[src/rtl/cache2w_pkg.sv]
package cache2w_pkg;
    typedef enum logic [1:0] {
        ST_IDLE,
        ST_LOOKUP,
        ST_FLUSH,
        ST_FILL
    } cc_state_e;
endpackage

[src/rtl/cache2w_way.sv]
module cache2w_way #(
    parameter int SETS   = 4,
    parameter int TAG_W  = 28,
    parameter int DATA_W = 32,
    localparam int IDX_W = $clog2(SETS)
) (
    input  logic              clk,
    input  logic              rst_n,
    input  logic [IDX_W-1:0]  idx,
    input  logic [TAG_W-1:0]  cmp_tag,
    output logic              hit,
    output logic              vld,
    output logic              dirty,
    output logic [TAG_W-1:0]  tag,
    output logic [DATA_W-1:0] data,
    input  logic              wr_en,
    input  logic              wr_dirty,
    input  logic [TAG_W-1:0]  wr_tag,
    input  logic [DATA_W-1:0] wr_data
);
    logic [SETS-1:0]   vld_q;
    logic [SETS-1:0]   dirty_q;
    logic [TAG_W-1:0]  tag_q  [SETS];
    logic [DATA_W-1:0] data_q [SETS];

    always_ff @(posedge clk) begin
        if (!rst_n) begin
            vld_q   <= '0;
            dirty_q <= '0;
        end else if (wr_en) begin
            vld_q[idx]   <= 1'b1;
            dirty_q[idx] <= wr_dirty;
        end
    end

    always_ff @(posedge clk) begin
        if (wr_en) begin
            tag_q[idx]  <= wr_tag;
            data_q[idx] <= wr_data;
        end
    end

    assign vld   = vld_q[idx];
    assign dirty = dirty_q[idx];
    assign tag   = tag_q[idx];
    assign data  = data_q[idx];
    assign hit   = vld && (tag == cmp_tag);
endmodule

[src/rtl/cache2w_ctrl.sv]
module cache2w_ctrl
    import cache2w_pkg::*;
#(
    parameter int SETS = 4,
    localparam int IDX_W = $clog2(SETS)
) (
    input  logic             clk,
    input  logic             rst_n,
    input  logic             cpu_req,
    input  logic             req_we,
    input  logic [IDX_W-1:0] idx,
    input  logic [1:0]       way_hit,
    input  logic [1:0]       way_vld,
    input  logic [1:0]       way_dirty,
    input  logic             mem_ack,
    output logic             accept,
    output logic             ready,
    output logic             miss_seen,
    output logic [1:0]       way_wr,
    output logic             wr_fill,
    output logic             victim,
    output logic             mem_req,
    output logic             mem_we
);
    cc_state_e       state_q, state_d;
    logic [SETS-1:0] lru_q;
    logic            vict_q;
    logic            miss_q;
    logic            pick;
    logic            any_hit;

    assign any_hit = |way_hit;
    assign pick    = !way_vld[0] ? 1'b0 :
                     !way_vld[1] ? 1'b1 : lru_q[idx];

    always_comb begin
        state_d = state_q;
        unique case (state_q)
            ST_IDLE:   if (cpu_req) state_d = ST_LOOKUP;
            ST_LOOKUP: begin
                if (any_hit)                                 state_d = ST_IDLE;
                else if (way_vld[pick] && way_dirty[pick])   state_d = ST_FLUSH;
                else                                         state_d = ST_FILL;
            end
            ST_FLUSH:  if (mem_ack) state_d = ST_FILL;
            ST_FILL:   if (mem_ack) state_d = ST_LOOKUP;
            default:   state_d = ST_IDLE;
        endcase
    end

    always_ff @(posedge clk) begin
        if (!rst_n) begin
            state_q <= ST_IDLE;
            lru_q   <= '0;
            vict_q  <= 1'b0;
            miss_q  <= 1'b0;
        end else begin
            state_q <= state_d;
            if (state_q == ST_IDLE && cpu_req) miss_q <= 1'b0;
            if (state_q == ST_LOOKUP && !any_hit) begin
                miss_q <= 1'b1;
                vict_q <= pick;
            end
            if (state_q == ST_LOOKUP && any_hit) lru_q[idx] <= way_hit[0];
            if (state_q == ST_FILL && mem_ack)   lru_q[idx] <= ~vict_q;
        end
    end

    always_comb begin
        accept  = 1'b0;
        ready   = 1'b0;
        way_wr  = 2'b00;
        wr_fill = 1'b0;
        mem_req = 1'b0;
        mem_we  = 1'b0;
        unique case (state_q)
            ST_IDLE:   accept = cpu_req;
            ST_LOOKUP: begin
                ready = any_hit;
                if (req_we) way_wr = way_hit;
            end
            ST_FLUSH: begin
                mem_req = 1'b1;
                mem_we  = 1'b1;
            end
            ST_FILL: begin
                mem_req = 1'b1;
                wr_fill = 1'b1;
                if (mem_ack) way_wr = vict_q ? 2'b10 : 2'b01;
            end
            default: ;
        endcase
    end

    assign victim    = vict_q;
    assign miss_seen = miss_q;
endmodule

[src/rtl/cache2w.sv]
module cache2w #(
    parameter int ADDR_W = 32,
    parameter int DATA_W = 32,
    parameter int SETS   = 4,
    localparam int OFF_W = $clog2(DATA_W / 8),
    localparam int IDX_W = $clog2(SETS),
    localparam int TAG_W = ADDR_W - IDX_W - OFF_W
) (
    input  logic              clk,
    input  logic              rst_n,
    input  logic              cpu_req,
    input  logic              cpu_we,
    input  logic [ADDR_W-1:0] cpu_addr,
    input  logic [DATA_W-1:0] cpu_wdata,
    output logic              cpu_ready,
    output logic [DATA_W-1:0] cpu_rdata,
    output logic              cpu_hit,
    output logic              cpu_miss,
    output logic              mem_req,
    output logic              mem_we,
    output logic [ADDR_W-1:0] mem_addr,
    output logic [DATA_W-1:0] mem_wdata,
    input  logic              mem_ack,
    input  logic [DATA_W-1:0] mem_rdata
);
    logic [TAG_W-1:0]  tag_q;
    logic [IDX_W-1:0]  idx_q;
    logic              we_q;
    logic [DATA_W-1:0] wdata_q;
    logic              unused_off;

    logic [1:0]        way_hit, way_vld, way_dirty, way_wr;
    logic [TAG_W-1:0]  way_tag  [2];
    logic [DATA_W-1:0] way_data [2];
    logic              accept, ready, miss_seen, wr_fill, victim;
    logic [DATA_W-1:0] wr_word;

    assign unused_off = ^cpu_addr[OFF_W-1:0];

    always_ff @(posedge clk) begin
        if (!rst_n) begin
            tag_q   <= '0;
            idx_q   <= '0;
            we_q    <= 1'b0;
            wdata_q <= '0;
        end else if (accept) begin
            tag_q   <= cpu_addr[ADDR_W-1:OFF_W+IDX_W];
            idx_q   <= cpu_addr[OFF_W+IDX_W-1:OFF_W];
            we_q    <= cpu_we;
            wdata_q <= cpu_wdata;
        end
    end

    assign wr_word = wr_fill ? mem_rdata : wdata_q;

    for (genvar w = 0; w < 2; w++) begin : g_way
        cache2w_way #(.SETS(SETS), .TAG_W(TAG_W), .DATA_W(DATA_W)) u_way (
            .clk      (clk),
            .rst_n    (rst_n),
            .idx      (idx_q),
            .cmp_tag  (tag_q),
            .hit      (way_hit[w]),
            .vld      (way_vld[w]),
            .dirty    (way_dirty[w]),
            .tag      (way_tag[w]),
            .data     (way_data[w]),
            .wr_en    (way_wr[w]),
            .wr_dirty (!wr_fill),
            .wr_tag   (tag_q),
            .wr_data  (wr_word)
        );
    end

    cache2w_ctrl #(.SETS(SETS)) u_ctrl (
        .clk       (clk),
        .rst_n     (rst_n),
        .cpu_req   (cpu_req),
        .req_we    (we_q),
        .idx       (idx_q),
        .way_hit   (way_hit),
        .way_vld   (way_vld),
        .way_dirty (way_dirty),
        .mem_ack   (mem_ack),
        .accept    (accept),
        .ready     (ready),
        .miss_seen (miss_seen),
        .way_wr    (way_wr),
        .wr_fill   (wr_fill),
        .victim    (victim),
        .mem_req   (mem_req),
        .mem_we    (mem_we)
    );

    assign cpu_ready = ready;
    assign cpu_hit   = ready && !miss_seen;
    assign cpu_miss  = ready && miss_seen;
    assign cpu_rdata = way_hit[1] ? way_data[1] : way_data[0];
    assign mem_wdata = way_data[victim];
    assign mem_addr  = {(mem_we ? way_tag[victim] : tag_q), idx_q, {OFF_W{1'b0}}};
endmodule

[config.mk]
export PLATFORM = sky130hd
export DESIGN_NAME = cache2w
export DESIGN_NICKNAME = d
export VERILOG_FILES = /design/src/rtl/cache2w_pkg.sv /design/src/rtl/cache2w_way.sv /design/src/rtl/cache2w_ctrl.sv /design/src/rtl/cache2w.sv
export SDC_FILE = /design/constraint.sdc
export NUM_CORES = 1
export LEC_CHECK = 0
export BUFFER_PORTS_ARGS = -buffer_cell sky130_fd_sc_hd__buf_2
export CAP_MARGIN = 20
export CORE_AREA = 4 4 234 236
export DETAILED_ROUTE_END_ITERATION = 10
export DIE_AREA = 0 0 238 240
export GPL_TIMING_DRIVEN = 1
export PLACE_DENSITY = 0.65
export REMOVE_ABC_BUFFERS = 1
export SLEW_MARGIN = 10
export SYNTH_ARGS = -nofsm -noshare
export SYNTH_HDL_FRONTEND = slang
export SYNTH_SLANG_ARGS = --single-unit
[constraint.sdc]
create_clock -name clk -period 5.94 [get_ports clk]
set_input_delay 0.891 -clock clk [delete_from_list [all_inputs] [get_ports clk]]
set_output_delay 0.891 -clock clk [all_outputs]
set_load 0.005 [all_outputs]
; ---- Yosys cells after proc, flatten, opt, wreduce, memory -nomap -nowiden
; Memories as Yosys holds them, arrays and structs flattened. A register that Yosys moved wholly into a read port is not among the register bits.
; Index checks and enable logic that the tools add are counted.
[totals]
reg_bits = 87
ramBits = 480
output_inout_bits = 101
word_cells = 113
memories = 4
[mem_list]
columns = memory, words, word_bits, read_ports, rd_ports_with_merged_regs, write_ports, line
row1 = g_way[0].u_way.data_q, 4, 32, 1, 1, 1, cache2w_way.sv:24  ; logic [DATA_W-1:0] data_q [SETS];
row2 = g_way[1].u_way.data_q, 4, 32, 1, 1, 1, cache2w_way.sv:24
row3 = g_way[0].u_way.tag_q, 4, 28, 1, 1, 1, cache2w_way.sv:23  ; logic [TAG_W-1:0] tag_q [SETS];
row4 = g_way[1].u_way.tag_q, 4, 28, 1, 1, 1, cache2w_way.sv:23
[classes]
magnitude_cmp = 4
n_eq_ne = 8
muxes = 63
bitwise_logic = 4
n_reduce_logical = 18
[ops]
columns = op, count
row1 = $mux W32, 5
row2 = $mux W28, 4
row3 = $eq A28 B28 Y1, 2
row4 = $mux W2, 15
row5 = $mux W1, 24
row6 = $bwmux W4, 4
row7 = $mux W4, 3
row8 = $bmux W1 S2, 5
row9 = $logic_and A1 B1 Y1, 10
row10 = $or A4 B4 Y4, 2
row11 = $pmux W2 S4, 1
row12 = $ne A2 B2 Y1 const B, 3
row13 = $eq A2 B2 Y1 const B, 2
row14 = $pmux W2 S2, 1
row15 = $reduce_or A2 Y1, 2
row16 = $logic_not A1 Y1, 3
row17 = $lt A2 B3 Y1 const B, 1
row18 = $reduce_and A3 Y1, 1
row19 = $demux W1 S2, 1
row20 = $eq A2 B1 Y1 const B, 1
row21 = $ge A2 B1 Y1 const B, 1
row22 = $ge A2 B2 Y1 const B, 1
row23 = $logic_not A2 Y1, 1
row24 = $lt A1 B2 Y1 const B, 1
row25 = other kinds (3), 3

; ---- Logic depth before layout (Yosys ltp)
[logic_depth]
ltp_word = 10
mapped_depth = 13

; ---- Cells and area by module
; Synthesis repeated with hierarchy kept, for this count alone.
[unflattened]
hier_cells = 1299
area_unflattened_um2 = 23770.3
[modules_own_cells]
columns = mod, n_inst, cells_per_inst, area_each_um2
row1 = cache2w_way at g_way[0].u_way, 1, 420, 9540.4
row2 = cache2w_way at g_way[1].u_way, 1, 406, 9430.3
row3 = cache2w, 1, 409, 4270.3
row4 = cache2w_ctrl, 1, 64, 529.3

; ---- Least setup slack after synthesis
; OpenSTA, ideal clock, no wires.
[synth_timing]
path_type = register -> register
start = register with a tool-made name
end = memory g_way[1].u_way.data_q[2][0], enable pin
arrival_ns = 4.189
path_slack_ns = 1.318
path_stages_with_launch = 10
n_path_buf = 2
path_cell_list = dfxtp_1 -> buf_2 -> clkbuf_1 -> mux4_2 -> xnor2_1 -> nand4_1 -> or4_1 -> nor4_4 -> a32oi_1 -> nor2_2
[synth_lines]
columns = element, line
row1 = end: declaration, cache2w_way.sv:24

==> out/results.txt <==
IO buf count = 197
Setup crit end kind = output port
First-pass DRT Iterations = 5
initial antenna violation count = 0
Clock transition at path regs = 0.06 ns
setup_tns = 0 ns
Final Hold Fails = 0
first-pass GRT wire length = 82,660 um
ys async rst share = 0%
Post-CTS Setup Bufs = 0
Final period util = 90.70%
Ports = 202
Area Overhead vs Synth = 17.06%
grt total ovfl = 0
DRC viols = 0
Worst VDD drop = 0.2202 mV
run status = finished clean
worst slew pin tran = 0.9523 ns
share of post-route cells with drive strength above 1 = 31.10%
Req. time, crit path = 5.05 ns
clock insertion delay at the later pin of the skew report = 0.62 ns
CTS tree = yes
critical path's top delay family = simple AND/OR/NAND/NOR gates
max-cap violation count = 0
core area = 52,450 um^2
Max Root-Sink Buffers = 3
Die ar. = 57,120 um^2
nets = 1,770
overall power = 9.180 mW
clock share of power = 40.0%
FMAX = 185.6 MHz
clock skew after layout = 0.01509 ns
Initial Utilization = 44.86%
DRT Wirelength = 54,630 um
largest net degree at the start of global routing = 61
post-DP HPWL = 33,740 um
Final Critical Period = 5.388 ns
# rows = 84
root buf cell = clkbuf_16
vias in the first global route = 13,483
worst path arrival time = 4.50 ns
H-tree depth = 2
most common flop cell mapped by yosys = edfxtp_1
Mapped Cells = 1,451
CP Max Fanout = 47
Buf+Inv Stages, Crit Path = 3
Chip Width = 238 um
Syn Area/Cell = 16.22 um^2
Cell Int Power = 7.039 mW
DR vias = 13,108
Mapped Area = 23,530 um^2
Power Density = 333.3 nW/um^2
WL/cell = 22.74 um
FF+latch count, synth = 569
GRT Resource Usage Total = 18.98%
final-report setup violation count = 0
Iter 0 DRT Violations = 1,037
synth warn = 0
slowest CP cell = dfxtp_4
crit-path cells = mux4_2 -> xnor2_1 -> nand4_1 -> or4_1 -> nor4_4 -> buf_4 -> buf_4 -> nand2_1 -> nand2_1 -> buf_2
final antenna-violating net count = 0
GP Congestion = 0.7963
Worst slew margin = 36.43%
vias per cell = 5.457
Max Slew Vio Count = 0
Post-synth EDFFs = 480
Flop pwr share = 49.8%
NetSw = 2.141 mW
final core utilization = 52.52%
HP Class = register to register
Leak Pwr = 9.534 nW
Seq/Total Area, Yosys = 68.83%
CTS buffer count = 57
design area = 27,540 um^2
n_diodes = 0
crit start category = register
CP Class = register to output port
Min Hold Slack = 0.4581 ns
Net Sw Frac = 23.32%
post-CTS resize count = 0
Combinational Power Share = 10.2%
RSZ-0062 raised after global routing = false
Layout fillers = 4,253
Post-CTS Hold Buffers = 0
DP Area = 25,600 um^2
slowest stage delay, CP = 0.92 ns
count of different cell masters after synthesis = 52
# clock sinks = 569
chip height = 240 um
[kinds of logic (layout without fill, tap and decap cells)]
kind of cell / Yosys count / after routing / share of synthesized area (%)
XOR/XNOR: 45 / 45 / 1.675
buffers and inverters: 98 / 360 / 1.776
flip-flops: 569 / 569 / 68.83
multiplexers: 248 / 248 / 16.98
AO/OA/AOI/OAI: 152 / 152 / 4.605
AND/OR/NAND/NOR: 334 / 334 / 5.897
other: 1 / 2 / 0.01594
adder cells (fa/ha/maj): 4 / 4 / 0.2127
[worst reg2reg max path, delay by kind of cell (launching register included)]
family,cells,cell delay [ns]
AO/OA/AOI/OAI,2,1.07
AND/OR/NAND/NOR,3,1.02
flip-flops,1,0.92
multiplexers,1,0.67
buffers and inverters,1,0.49
XOR/XNOR,1,0.17
[cell usage after synthesis (all sizes together) (5+ instances only)]
| library cell | n | area [um^2] |
|---|---|---|
| dfxtp | 89 | 1782 |
| edfxtp | 480 | 14410 |
| mux2 | 70 | 788.3 |
| o21a | 10 | 75.07 |
| a21boi | 65 | 488.0 |
| clkbuf | 48 | 180.2 |
| nor4 | 5 | 46.29 |
| xnor2 | 38 | 332.8 |
| mux2i | 64 | 640.6 |
| nand4 | 10 | 62.56 |
| inv | 12 | 45.04 |
| buf | 37 | 188.9 |
| nand2 | 249 | 934.7 |
| nand2b | 6 | 37.54 |
| nor2 | 44 | 185.2 |
| o22ai | 7 | 43.79 |
| o21ai | 7 | 35.03 |
| xor2 | 7 | 61.31 |
| a21oi | 35 | 175.2 |
| mux4 | 114 | 2567 |
[state kept, by name, summed over array words and instances, names as in the netlist, named ones only]
signal               flops
g_way.u_way.dirty_q      8
u_ctrl.miss_seen         1
u_ctrl.lru_q             4
tag_q                   28
wdata_q                 32
u_ctrl.state_q           2
g_way.u_way.data_q     256
idx_q                    2
we_q                     1
g_way.u_way.tag_q      224
u_ctrl.victim            1
g_way.u_way.vld_q        8
[metal layers]
metal / vias up / share of wire [%] / global-route usage, %
met2: 350 / 50 / 32.14
met4: 0 / 2.0 / 4.398
li1: 6006 / - / -
met1: 6688 / 43 / 26.12
met5: - / 0 / 0
met3: 64 / 5.4 / 3.177
[worst paths after layout]
| check | cells past startpoint | slack [ns] | startpoint | endpoint |
|---|---|---|---|---|
| max | 10 | 0.55 | register | cpu_rdata[17] |
| min | 1 | 0.46 | g_way[0].u_way.vld_q[3]$_SDFFE_PN0P_ | g_way[0].u_way.vld_q[3]$_SDFFE_PN0P_ |
| max reg2reg | 8 | 1.23 | register | g_way[0].u_way.data_q[3][7]$_DFFE_PP_ |
| min reg2reg | 1 | 0.46 | g_way[0].u_way.vld_q[3]$_SDFFE_PN0P_ | g_way[0].u_way.vld_q[3]$_SDFFE_PN0P_ |
[stage by stage]
step	worst slack [ns]	instances
floorplan	-4.571	1367
global placement	1.096	2293
detailed placement	1.059	2294
CTS	0.3738	2402
global route	0.2083	2402
finish	0.5521	2402
[layout by cell type, fill, tap and decap left out, types with 38 or more instances in the layout]
master     instances
a21boi_0          65
buf_2            196
clkbuf_16         59
dfxtp_1           87
edfxtp_1         480
mux2_2            70
mux2i_1           64
mux4_2           114
nand2_1          248
xnor2_1           38
[power by group through the flow]
stage	registers [mW]	clock network, mW	logic (mW)
final	4.57	3.67	0.937
after global routing	4.59	3.91	1.03
after CTS	4.58	3.75	0.956
after detailed placement	4.66	0	0.952
after global placement	4.65	0	0.936
after floorplan	4.66	0	0.603
[area by class of cell]
cell class / instances / area, um^2 / share of cell area (%)
Clock buffer: 85 / 1674 / 6.078
Timing Repair Buffer: 239 / 1516 / 5.506
Clock inverter: 23 / 271.5 / 0.9858
Multi-Input combinational cell: 785 / 6968 / 25.30
Inverter: 13 / 48.80 / 0.1772
Sequential cell: 569 / 16200 / 58.83
Tap cell: 688 / 860.8 / 3.125
(Power assumes the default switching activity.)
